$ cat src/rtl/mrs_pkg.sv
package mrs_pkg;

    localparam int ADDR_W = 12;
    localparam int BA_W   = 2;

    typedef enum logic [3:0] {
        ST_IDLE,
        ST_PRECHARGE,
        ST_WAIT_RP,
        ST_EXT_WRITE,
        ST_WAIT_EXT,
        ST_BASE_WRITE,
        ST_WAIT_BASE,
        ST_DONE,
        ST_REJECT
    } seq_state_t;

    typedef struct packed {
        logic cs_n;
        logic ras_n;
        logic cas_n;
        logic we_n;
    } dram_cmd_t;

    localparam dram_cmd_t CMD_NOP = '{cs_n: 1'b0, ras_n: 1'b1, cas_n: 1'b1, we_n: 1'b1};
    localparam dram_cmd_t CMD_PRE = '{cs_n: 1'b0, ras_n: 1'b0, cas_n: 1'b1, we_n: 1'b0};
    localparam dram_cmd_t CMD_MRW = '{cs_n: 1'b0, ras_n: 1'b0, cas_n: 1'b0, we_n: 1'b0};

    localparam int PRE_ALL_BIT = 10;

    function automatic logic burst_code_ok(input logic [2:0] code);
        case (code)
            3'b001, 3'b010, 3'b011: burst_code_ok = 1'b1;
            default:                burst_code_ok = 1'b0;
        endcase
    endfunction

    function automatic logic latency_code_ok(input logic [2:0] code);
        case (code)
            3'b010, 3'b011, 3'b110: latency_code_ok = 1'b1;
            default:                latency_code_ok = 1'b0;
        endcase
    endfunction

endpackage

$ cat src/rtl/mrs_field_encoder.sv
module mrs_field_encoder
    import mrs_pkg::*;
(
    input  logic [2:0]        bl_code,
    input  logic              interleave,
    input  logic [2:0]        cl_code,
    input  logic              dll_disable,
    input  logic              half_drive,
    input  logic              qfc_enable,
    input  logic              dll_reset,
    output logic [ADDR_W-1:0] base_word,
    output logic [ADDR_W-1:0] ext_word,
    output logic              codes_legal
);

    always_comb begin
        base_word       = '0;
        base_word[2:0]  = bl_code;
        base_word[3]    = interleave;
        base_word[6:4]  = cl_code;
        base_word[7]    = 1'b0;
        base_word[8]    = dll_reset;

        ext_word        = '0;
        ext_word[0]     = dll_disable;
        ext_word[1]     = half_drive;
        ext_word[2]     = qfc_enable;

        codes_legal     = burst_code_ok(bl_code) && latency_code_ok(cl_code);
    end

    always_comb begin
        AST_TEST_BIT_LOW: assert (base_word[7] == 1'b0);
        AST_RSVD_HIGH_LOW: assert (base_word[ADDR_W-1:9] == '0);
    end

endmodule

$ cat src/rtl/mrs_wait_timer.sv
module mrs_wait_timer #(
    parameter int CNT_W = 3
) (
    input  logic             clk,
    input  logic             rst_n,
    input  logic             load,
    input  logic [CNT_W-1:0] load_val,
    input  logic             count_en,
    output logic             expired
);

    logic [CNT_W-1:0] cnt_q;

    always_ff @(posedge clk) begin
        if (!rst_n) begin
            cnt_q <= '0;
        end else if (load) begin
            cnt_q <= load_val;
        end else if (count_en && cnt_q != '0) begin
            cnt_q <= cnt_q - 1'b1;
        end
    end

    assign expired = (cnt_q == '0);

    AST_TIMER_NO_WRAP: assert property (@(posedge clk) disable iff (!rst_n)
        (!load && count_en && $past(rst_n) && $past(cnt_q) == '0 && !$past(load)) |-> cnt_q == '0);

endmodule

$ cat src/rtl/mrs_program_seq.sv
module mrs_program_seq
    import mrs_pkg::*;
#(
    parameter int TRP_CYC = 3,
    parameter int MRD_CYC = 2
) (
    input  logic              clk,
    input  logic              rst_n,
    input  logic              start,
    input  logic [2:0]        bl_code,
    input  logic              interleave,
    input  logic [2:0]        cl_code,
    input  logic              dll_disable,
    input  logic              half_drive,
    input  logic              qfc_enable,
    input  logic              dll_reset,
    output logic              cs_n,
    output logic              ras_n,
    output logic              cas_n,
    output logic              we_n,
    output logic [BA_W-1:0]   ba,
    output logic [ADDR_W-1:0] addr,
    output logic              busy,
    output logic              done,
    output logic              error
);

    localparam int WAIT_MAX = (TRP_CYC > MRD_CYC) ? TRP_CYC : MRD_CYC;
    localparam int CNT_W    = $clog2(WAIT_MAX) + 1;
    localparam int GAP_W    = CNT_W + 1;
    localparam logic [CNT_W-1:0] RP_LOAD  = CNT_W'(TRP_CYC - 2);
    localparam logic [CNT_W-1:0] MRD_LOAD = CNT_W'(MRD_CYC - 2);

    initial begin
        AST_TRP_MIN: assert (TRP_CYC >= 2);
        AST_MRD_MIN: assert (MRD_CYC >= 2);
    end

    seq_state_t        state_q, state_d;
    logic [ADDR_W-1:0] base_word, ext_word;
    logic [ADDR_W-1:0] base_q, ext_q;
    logic              codes_legal;
    logic              tmr_load, tmr_count, tmr_expired;
    logic [CNT_W-1:0]  tmr_val;
    dram_cmd_t         cmd;
    logic              accept;

    mrs_field_encoder u_enc (
        .bl_code     (bl_code),
        .interleave  (interleave),
        .cl_code     (cl_code),
        .dll_disable (dll_disable),
        .half_drive  (half_drive),
        .qfc_enable  (qfc_enable),
        .dll_reset   (dll_reset),
        .base_word   (base_word),
        .ext_word    (ext_word),
        .codes_legal (codes_legal)
    );

    mrs_wait_timer #(.CNT_W(CNT_W)) u_tmr (
        .clk      (clk),
        .rst_n    (rst_n),
        .load     (tmr_load),
        .load_val (tmr_val),
        .count_en (tmr_count),
        .expired  (tmr_expired)
    );

    assign accept = (state_q == ST_IDLE) && start && codes_legal;

    // Next-state decision
    always_comb begin
        state_d = state_q;
        unique case (state_q)
            ST_IDLE:       if (start) state_d = codes_legal ? ST_PRECHARGE : ST_REJECT;
            ST_PRECHARGE:  state_d = ST_WAIT_RP;
            ST_WAIT_RP:    if (tmr_expired) state_d = ST_EXT_WRITE;
            ST_EXT_WRITE:  state_d = ST_WAIT_EXT;
            ST_WAIT_EXT:   if (tmr_expired) state_d = ST_BASE_WRITE;
            ST_BASE_WRITE: state_d = ST_WAIT_BASE;
            ST_WAIT_BASE:  if (tmr_expired) state_d = ST_DONE;
            ST_DONE:       state_d = ST_IDLE;
            ST_REJECT:     state_d = ST_IDLE;
            default:       state_d = ST_IDLE;
        endcase
    end

    // State register and captured settings
    always_ff @(posedge clk) begin
        if (!rst_n) begin
            state_q <= ST_IDLE;
            base_q  <= '0;
            ext_q   <= '0;
        end else begin
            state_q <= state_d;
            if (accept) begin
                base_q <= base_word;
                ext_q  <= ext_word;
            end
        end
    end

    // Timer control
    always_comb begin
        tmr_load  = (state_q == ST_PRECHARGE) || (state_q == ST_EXT_WRITE) ||
                    (state_q == ST_BASE_WRITE);
        tmr_val   = (state_q == ST_PRECHARGE) ? RP_LOAD : MRD_LOAD;
        tmr_count = (state_q == ST_WAIT_RP) || (state_q == ST_WAIT_EXT) ||
                    (state_q == ST_WAIT_BASE);
    end

    // Outputs
    always_comb begin
        cmd   = CMD_NOP;
        ba    = '0;
        addr  = '0;
        busy  = 1'b1;
        done  = 1'b0;
        error = 1'b0;
        unique case (state_q)
            ST_IDLE:       busy = 1'b0;
            ST_PRECHARGE: begin
                cmd               = CMD_PRE;
                addr[PRE_ALL_BIT] = 1'b1;
            end
            ST_EXT_WRITE: begin
                cmd  = CMD_MRW;
                ba   = BA_W'(1);
                addr = ext_q;
            end
            ST_BASE_WRITE: begin
                cmd  = CMD_MRW;
                ba   = '0;
                addr = base_q;
            end
            ST_DONE:       done = 1'b1;
            ST_REJECT: begin
                busy  = 1'b0;
                error = 1'b1;
            end
            default: ;
        endcase
    end

    assign cs_n  = cmd.cs_n;
    assign ras_n = cmd.ras_n;
    assign cas_n = cmd.cas_n;
    assign we_n  = cmd.we_n;

    // Port-level history used by the assertions below
    dram_cmd_t        pin_cmd;
    dram_cmd_t        last_cmd_q;
    logic             last_ba0_q;
    logic [GAP_W-1:0] gap_q;
    logic             ext_seen_q;

    assign pin_cmd = '{cs_n: cs_n, ras_n: ras_n, cas_n: cas_n, we_n: we_n};

    always_ff @(posedge clk) begin
        if (!rst_n) begin
            last_cmd_q <= CMD_NOP;
            last_ba0_q <= 1'b0;
            gap_q      <= '0;
            ext_seen_q <= 1'b0;
        end else begin
            if (pin_cmd != CMD_NOP) begin
                last_cmd_q <= pin_cmd;
                last_ba0_q <= ba[0];
                gap_q      <= GAP_W'(1);
            end else if (gap_q != '1) begin
                gap_q <= gap_q + 1'b1;
            end
            if (pin_cmd == CMD_MRW && ba[0])
                ext_seen_q <= 1'b1;
            else if (!busy)
                ext_seen_q <= 1'b0;
        end
    end

    AST_EXT_AFTER_PRECHARGE: assert property (@(posedge clk) disable iff (!rst_n)
        (pin_cmd == CMD_MRW && ba[0]) |-> (last_cmd_q == CMD_PRE && int'(gap_q) >= TRP_CYC));
    AST_BASE_AFTER_EXT: assert property (@(posedge clk) disable iff (!rst_n)
        (pin_cmd == CMD_MRW && !ba[0]) |-> (ext_seen_q && last_cmd_q == CMD_MRW && last_ba0_q));
    AST_REGISTER_GAP: assert property (@(posedge clk) disable iff (!rst_n)
        (pin_cmd != CMD_NOP && last_cmd_q == CMD_MRW) |-> int'(gap_q) >= MRD_CYC);
    AST_DONE_AFTER_BASE: assert property (@(posedge clk) disable iff (!rst_n)
        done |-> (last_cmd_q == CMD_MRW && !last_ba0_q && int'(gap_q) >= MRD_CYC));
    AST_BASE_RSVD_ZERO: assert property (@(posedge clk) disable iff (!rst_n)
        (pin_cmd == CMD_MRW && !ba[0]) |-> (addr[7] == 1'b0 && addr[ADDR_W-1:9] == '0));
    AST_ERROR_NO_CMD: assert property (@(posedge clk) disable iff (!rst_n)
        error |-> (pin_cmd == CMD_NOP && !busy && !done));
    AST_ERROR_ONE_CYCLE: assert property (@(posedge clk) disable iff (!rst_n)
        error |=> !error);
    AST_DONE_ONE_CYCLE: assert property (@(posedge clk) disable iff (!rst_n)
        done |=> (!done && !busy));

endmodule

$ cat config.mk
export PLATFORM = sky130hd
export DESIGN_NAME = mrs_program_seq
export DESIGN_NICKNAME = d
export VERILOG_FILES = /design/src/rtl/mrs_pkg.sv /design/src/rtl/mrs_field_encoder.sv /design/src/rtl/mrs_wait_timer.sv /design/src/rtl/mrs_program_seq.sv
export SDC_FILE = /design/constraint.sdc
export NUM_CORES = 1
export LEC_CHECK = 0
export BUFFER_PORTS_ARGS = -buffer_cell sky130_fd_sc_hd__buf_4
export CAP_MARGIN = 10
export CORE_MARGIN = 5
export CORE_UTILIZATION = 50
export CTS_CLUSTER_SIZE = 10
export DETAILED_ROUTE_END_ITERATION = 10
export GPL_ROUTABILITY_DRIVEN = 1
export GPL_TIMING_DRIVEN = 0
export PLACE_DENSITY = 0.8
export SYNTH_ARGS = -nofsm -noshare
export SYNTH_HDL_FRONTEND = slang
export SYNTH_SLANG_ARGS = --single-unit
export TNS_END_PERCENT = 1
$ cat constraint.sdc
create_clock -name clk -period 3.4 [get_ports clk]
set_input_delay 0.34 -clock clk [delete_from_list [all_inputs] [get_ports clk]]
set_output_delay 0.34 -clock clk [all_outputs]
set_load 0.02 [all_outputs]
# ---- Word-level counts from Yosys, hierarchy flattened
# Cells that the tools add are included.
dict set report totals {
  register_bits 18
  inputBits 14
  out_inout_bits 21
  word_cells 58
}
dict set report classes {
  add_sub_neg 1
  n_eq_ne 18
  n_mux 18
  n_reduce_logical 17
}
# cell count
set ops {}
lappend ops {{4-bit one-hot mux with 7 select lines} 1}
lappend ops {{4-bit 2-to-1 mux} 5}
lappend ops {{9-bit one-hot mux with 2 select lines} 1}
lappend ops {{4-bit by 3-bit == test with 1-bit output, second input constant} 4}
lappend ops {{3-bit by 2-bit == test with 1-bit output, second input constant} 4}
lappend ops {{4-bit by 2-bit == test with 1-bit output, second input constant} 2}
lappend ops {{1-bit 2-to-1 mux} 8}
lappend ops {{2-bit inequality test, second input constant} 4}
lappend ops {{3-bit 2-to-1 mux} 2}
lappend ops {{3-bit one-hot mux with 2 select lines} 1}
lappend ops {{3-bit OR reduction} 2}
lappend ops {{4-bit by 1-bit == test with 1-bit output, second input constant} 1}
lappend ops {{4-bit == test, second input constant} 1}
lappend ops {{1-bit logical AND} 4}
lappend ops {{4-bit logical NOT} 1}
lappend ops {{1-bit logical OR} 4}
lappend ops {{4-bit AND reduction} 1}
lappend ops {{2-bit OR reduction} 2}
lappend ops {{3-bit by 1-bit == test with 1-bit output, second input constant} 1}
lappend ops {{3-bit == test, second input constant} 1}
lappend ops {{3-bit logical NOT} 1}
lappend ops {{3-bit nonzero test} 1}
lappend ops {{3-bit by 1-bit subtractor with 3-bit output, second input constant} 1}
lappend ops {{2-bit nonzero test} 1}

# ---- Longest topological paths before layout
dict set report depth {
  ltp_word 7
  depth_mapped 5
  ltp_nobuf 5
}

# ---- By module
# A second synthesis with hierarchy kept.
dict set report unflattened {
  cells_unflattened 208
  area_unflattened_um2 1803.0
}
# mod n_inst cells_each area_per_inst_um2 seq_area_each_um2
set by_module_without_submodules {}
lappend by_module_without_submodules {mrs_program_seq 1 159 1411.4 560.5}
lappend by_module_without_submodules {mrs_field_encoder 1 28 206.4 0.0}
lappend by_module_without_submodules {mrs_wait_timer 1 21 185.2 60.1}

# ---- Worst setup path before layout
# OpenSTA, ideal clock, no wires.
dict set report synth_timing {
  path_type {reg-to-output}
  start {reg state_q[2]}
  end {out we_n}
  arrival_time_ns 1.942
  required_ns 3.060
  slack_ns 1.118
  path_stages_with_launch 5
  path_cell_list {dfxtp_1 -> buf_6 -> nor4b_1 -> a21oi_1 -> buf_4}
}
dict set report synth_between {
  elab_chain_cells 3
  elab_cells_between_ends 5
}
# item line
set synth_rtl {}
lappend synth_rtl {{from (decl)} mrs_program_seq.sv:39} ;# seq_state_t state_q, state_d;
lappend synth_rtl {{from (signal assigned)} mrs_program_seq.sv:96} ;# state_q <= state_d;
lappend synth_rtl {{4-bit by 2-bit == test with 1-bit output / 4-bit by 3-bit == test with 1-bit output (equally long branches)} mrs_program_seq.sv:121} ;# unique case (state_q)
lappend synth_rtl {{2-bit OR reduction (no line)} -}
lappend synth_rtl {{3-bit one-hot mux with 2 select lines (*)} mrs_program_seq.sv:121}
lappend synth_rtl {{to (decl)} mrs_program_seq.sv:20} ;# output logic we_n,
# Mark *: on every way between the ends. The rest lies on a longest branch, timed or not.

# ---- Worst setup path in the final report
dict set report layout_timing {
  start {reg state_q[0]}
  end {out addr[1]}
}
dict set report layout_between {
  elab_chain_cells 2
  elab_cells_between_ends 3
}
# item line
set layout_rtl {}
lappend layout_rtl {{4-bit by 3-bit == test with 1-bit output / 4-bit by 2-bit == test with 1-bit output (equally long branches)} mrs_program_seq.sv:121}
lappend layout_rtl {{9-bit one-hot mux with 2 select lines (*)} mrs_program_seq.sv:121}
lappend layout_rtl {{to (decl)} mrs_program_seq.sv:22} ;# output logic [ADDR_W-1:0] addr,
# Marked as above.

==> run_results.csv <==
group,metric,value,unit
status,status,"finished, final reports clean",
timing,setup_viol,0,
setup_path,worstPathRequired,3060,ps
yosys,synth_top_area_cell,"dfxtp_1",
cells_and_area,areaGrowthSynthToFinish,30.14,%
timing,final_max_slew_viol_count,0,
yosys,synth-simple-area-share,25.53,%
timing,worstMarginPinSlew,752.3,ps
pwr,p_leak,0.5993,nW
clock_tree,cts_resized,0,
cells_and_area,drive_above_1_share,31.82,%
placed_design,placement.io_buffers,29,
timing,holdWs,271.3,ps
cells_and_area,nets,171,
timing,finalWorstSetupSlack,1215,ps
placed_design,hpwl,1636,µm
timing,finalHoldViolations,0,
floorplan,die_y,54.83,µm
pwr,total_power,0.0004175,W
yosys,synth.area.top_cells,"dfxtp_1 (36%), nand2_1 (9.3%), mux2i_1 (9.0%), buf_4 (5.2%), buf_6 (3.4%)",
detailed_routing,wirelength,2047,µm
setup_path,end_kind,"output pin",
global_route,antenna_found_initial,0,
yosys,synth_cell_types,32,
floorplan,start_util,51.74,%
timing,slew-limit-headroom,49.46,%
setup_path,startpoint_type,"register",
cells_and_area,num-fill-cells,172,
floorplan,die_area,0.003006,mm²
yosys,syn_area,0.001005,mm²
yosys,synth_seq_cells,18,
timing,fmax,0.4578,GHz
detailed_routing,drcViolationCount,0,
yosys,synthMuxAreaShare,8.966,%
yosys,synthAdderAreaFrac,2.491,%
detailed_routing,wl_per_cell,11.31,µm
hold_path,hold_class,"input port to register",
global_route,grt_max_degree,11,
detailed_routing,via_per_inst,4.773,
yosys,synth_cells,117,
yosys,synth-xor-area-share,3.487,%
clock_tree,h-tree-depth,1,
clock_tree,tritoncts,"yes",
clock_tree,cts_hold_buf,0,
clock_tree,cts.sinks,18,
clock_tree,cts_setup_buffers,0,
global_route,grt_overflow,0,
clock_tree,clk-insertion-delay-late,290,ps
timing,finalClockSkew,5.880,ps
detailed_routing,dr.pass1.iters,4,
placed_design,place_ws,1559,ps
timing,rsz0062_at_grt,"false",
setup_path,timing.critical_path.fanout_max,10,
timing,tns,0,ps
clock_tree,clk_transition_reported_paths,100,ps
detailed_routing,drt_iter0_markers,11,
global_route,grt_pass1_wl,3215,µm
floorplan,pin_count,35,
detailed_routing,drtAntennaViolNets,0,
yosys,synth_compound_area_share,11.58,%
detailed_routing,num_vias,864,
timing,finalCritPeriodShare,64.25,%
setup_path,crit_arrival,1840,ps
yosys,synth_top_family_by_area,"simple AND/OR/NAND/NOR gates",
global_route,first_global_vias,747,
flow_run,drv_cap,0,
cells_and_area,n_antenna_cell,0,
timing,period_minus_slack,2185,ps
pwr,peakVddDrop,0.0003046,V
global_route,grt_use_total,15.12,%
floorplan,coreArea,0.001942,mm²
cells_and_area,seqCellArea,360.3,µm²
cells_and_area,multi_input_area,541.8,µm²
floorplan,rows,16,
yosys,yosysWarningCount,0,
yosys,synth.top_cell.area_share,35.87,%
floorplan,fp.dieW,54.83,µm
clock_tree,clock_path_buffers,2,
setup_path,path_class,"register to output pin",
pwr,p_per_area,319.3,mW/mm²
yosys,avgSynthCellArea,8.587,µm²
yosys,seq_area_frac_synth,35.87,%
placed_design,gp_congestion,0.7619,
clock_tree,cts_root_buf,"clkbuf_4",
clock_tree,numCtsBuffers,3,
cells_and_area,final_core_util,67.33,%
state kept, by name, summed over array words and instances (netlist names):
signal and cells:
ext_q 3, base_q 8, u_tmr.cnt_q 3, state_q 4
path summary, 6_finish.rpt:
check,startpoint,endpoint,slack [ps],cells past startpoint
max,state_q[0],addr[1],1220,5
min,start,state_q[3],270,3
max reg2reg,state_q[0],ext_q[2],1820,5
min reg2reg,base_q[2],base_q[2],440,2
cell usage in the layout (no fill, tap or decap), types with 3 or more instances in the layout:
| cell type | n |
|---|---|
| nor2_1 | 8 |
| clkbuf_4 | 3 |
| conb_1 | 5 |
| and2_1 | 5 |
| dfxtp_1 | 18 |
| a22o_1 | 3 |
| nor3_1 | 4 |
| buf_6 | 3 |
| buf_4 | 36 |
| a21oi_1 | 3 |
| mux2i_1 | 9 |
| nand2_1 | 25 |
| inv_1 | 5 |
routing by layer:
metal / share of wire, % / routed length [µm] / vias up / GRT usage, %
li1: - / - / 452 / -
met1: 43 / 884 / 391 / 18.06
met2: 50 / 1026 / 16 / 24.61
met3: 4.2 / 85 / 5 / 2.452
met4: 2.5 / 51 / 0 / 9.959
met5: 0 / 0 / - / 0
layout make-up:
type                       instances  share of cell area (%)
timing repair buffer              29                   16.65
tap                               27                   2.584
sequential                        18                   27.56
multi-input combinational         85                   41.44
inverter                           5                   1.435
clock buffer                       4                   2.775
buffer                            13                   7.560
logic make-up (layout without fill, tap and decap cells):
kind of cell             count (synthesis)  in the layout
buffers and inverters                   18             51
other                                    1              5
XOR/XNOR                                 4              4
multiplexers                             9              9
flip-flops                              18             18
AO/OA/AOI/OAI                           12             12
adder cells (fa/ha/maj)                  2              2
AND/OR/NAND/NOR                         53             53
worst max-delay path, cell delays in order, from the launching register on:
cell     delay, ps
dfxtp_1        330
buf_4          170
nand2_1         70
nor3_1         580
a22o_1         250
buf_4          150
per-stage QoR:
stage	cell area, µm²	instances
after detailed placement	1271	177
after global placement	1271	177
after CTS	1308	181
after global routing	1308	181
after floorplan	1020	121
final	1308	181
cell usage after synthesis, drive strengths merged:
cell type / instances
o211a: 1
nand2: 25
a22o: 3
nor2: 9
a211oi: 1
nor3: 4
or3: 1
and3b: 1
buf: 10
and3: 1
nor4: 1
xor2: 2
ha: 2
a21oi: 3
xnor2: 2
a21o: 1
conb: 1
nor2b: 2
nand3: 2
inv: 5
a2111oi: 2
o21a: 1
nor4b: 1
and2: 5
dfxtp: 18
clkbuf: 3
mux2i: 9
or3b: 1
where the power goes:
group          internal [W]  leakage [nW]  switching, W
Sequential         0.000216         0.146    0.00000214
Clock             0.0000653        0.0210     0.0000660
Combinational     0.0000318         0.433     0.0000363
No activity file was read; power rests on OpenSTA's default activity.
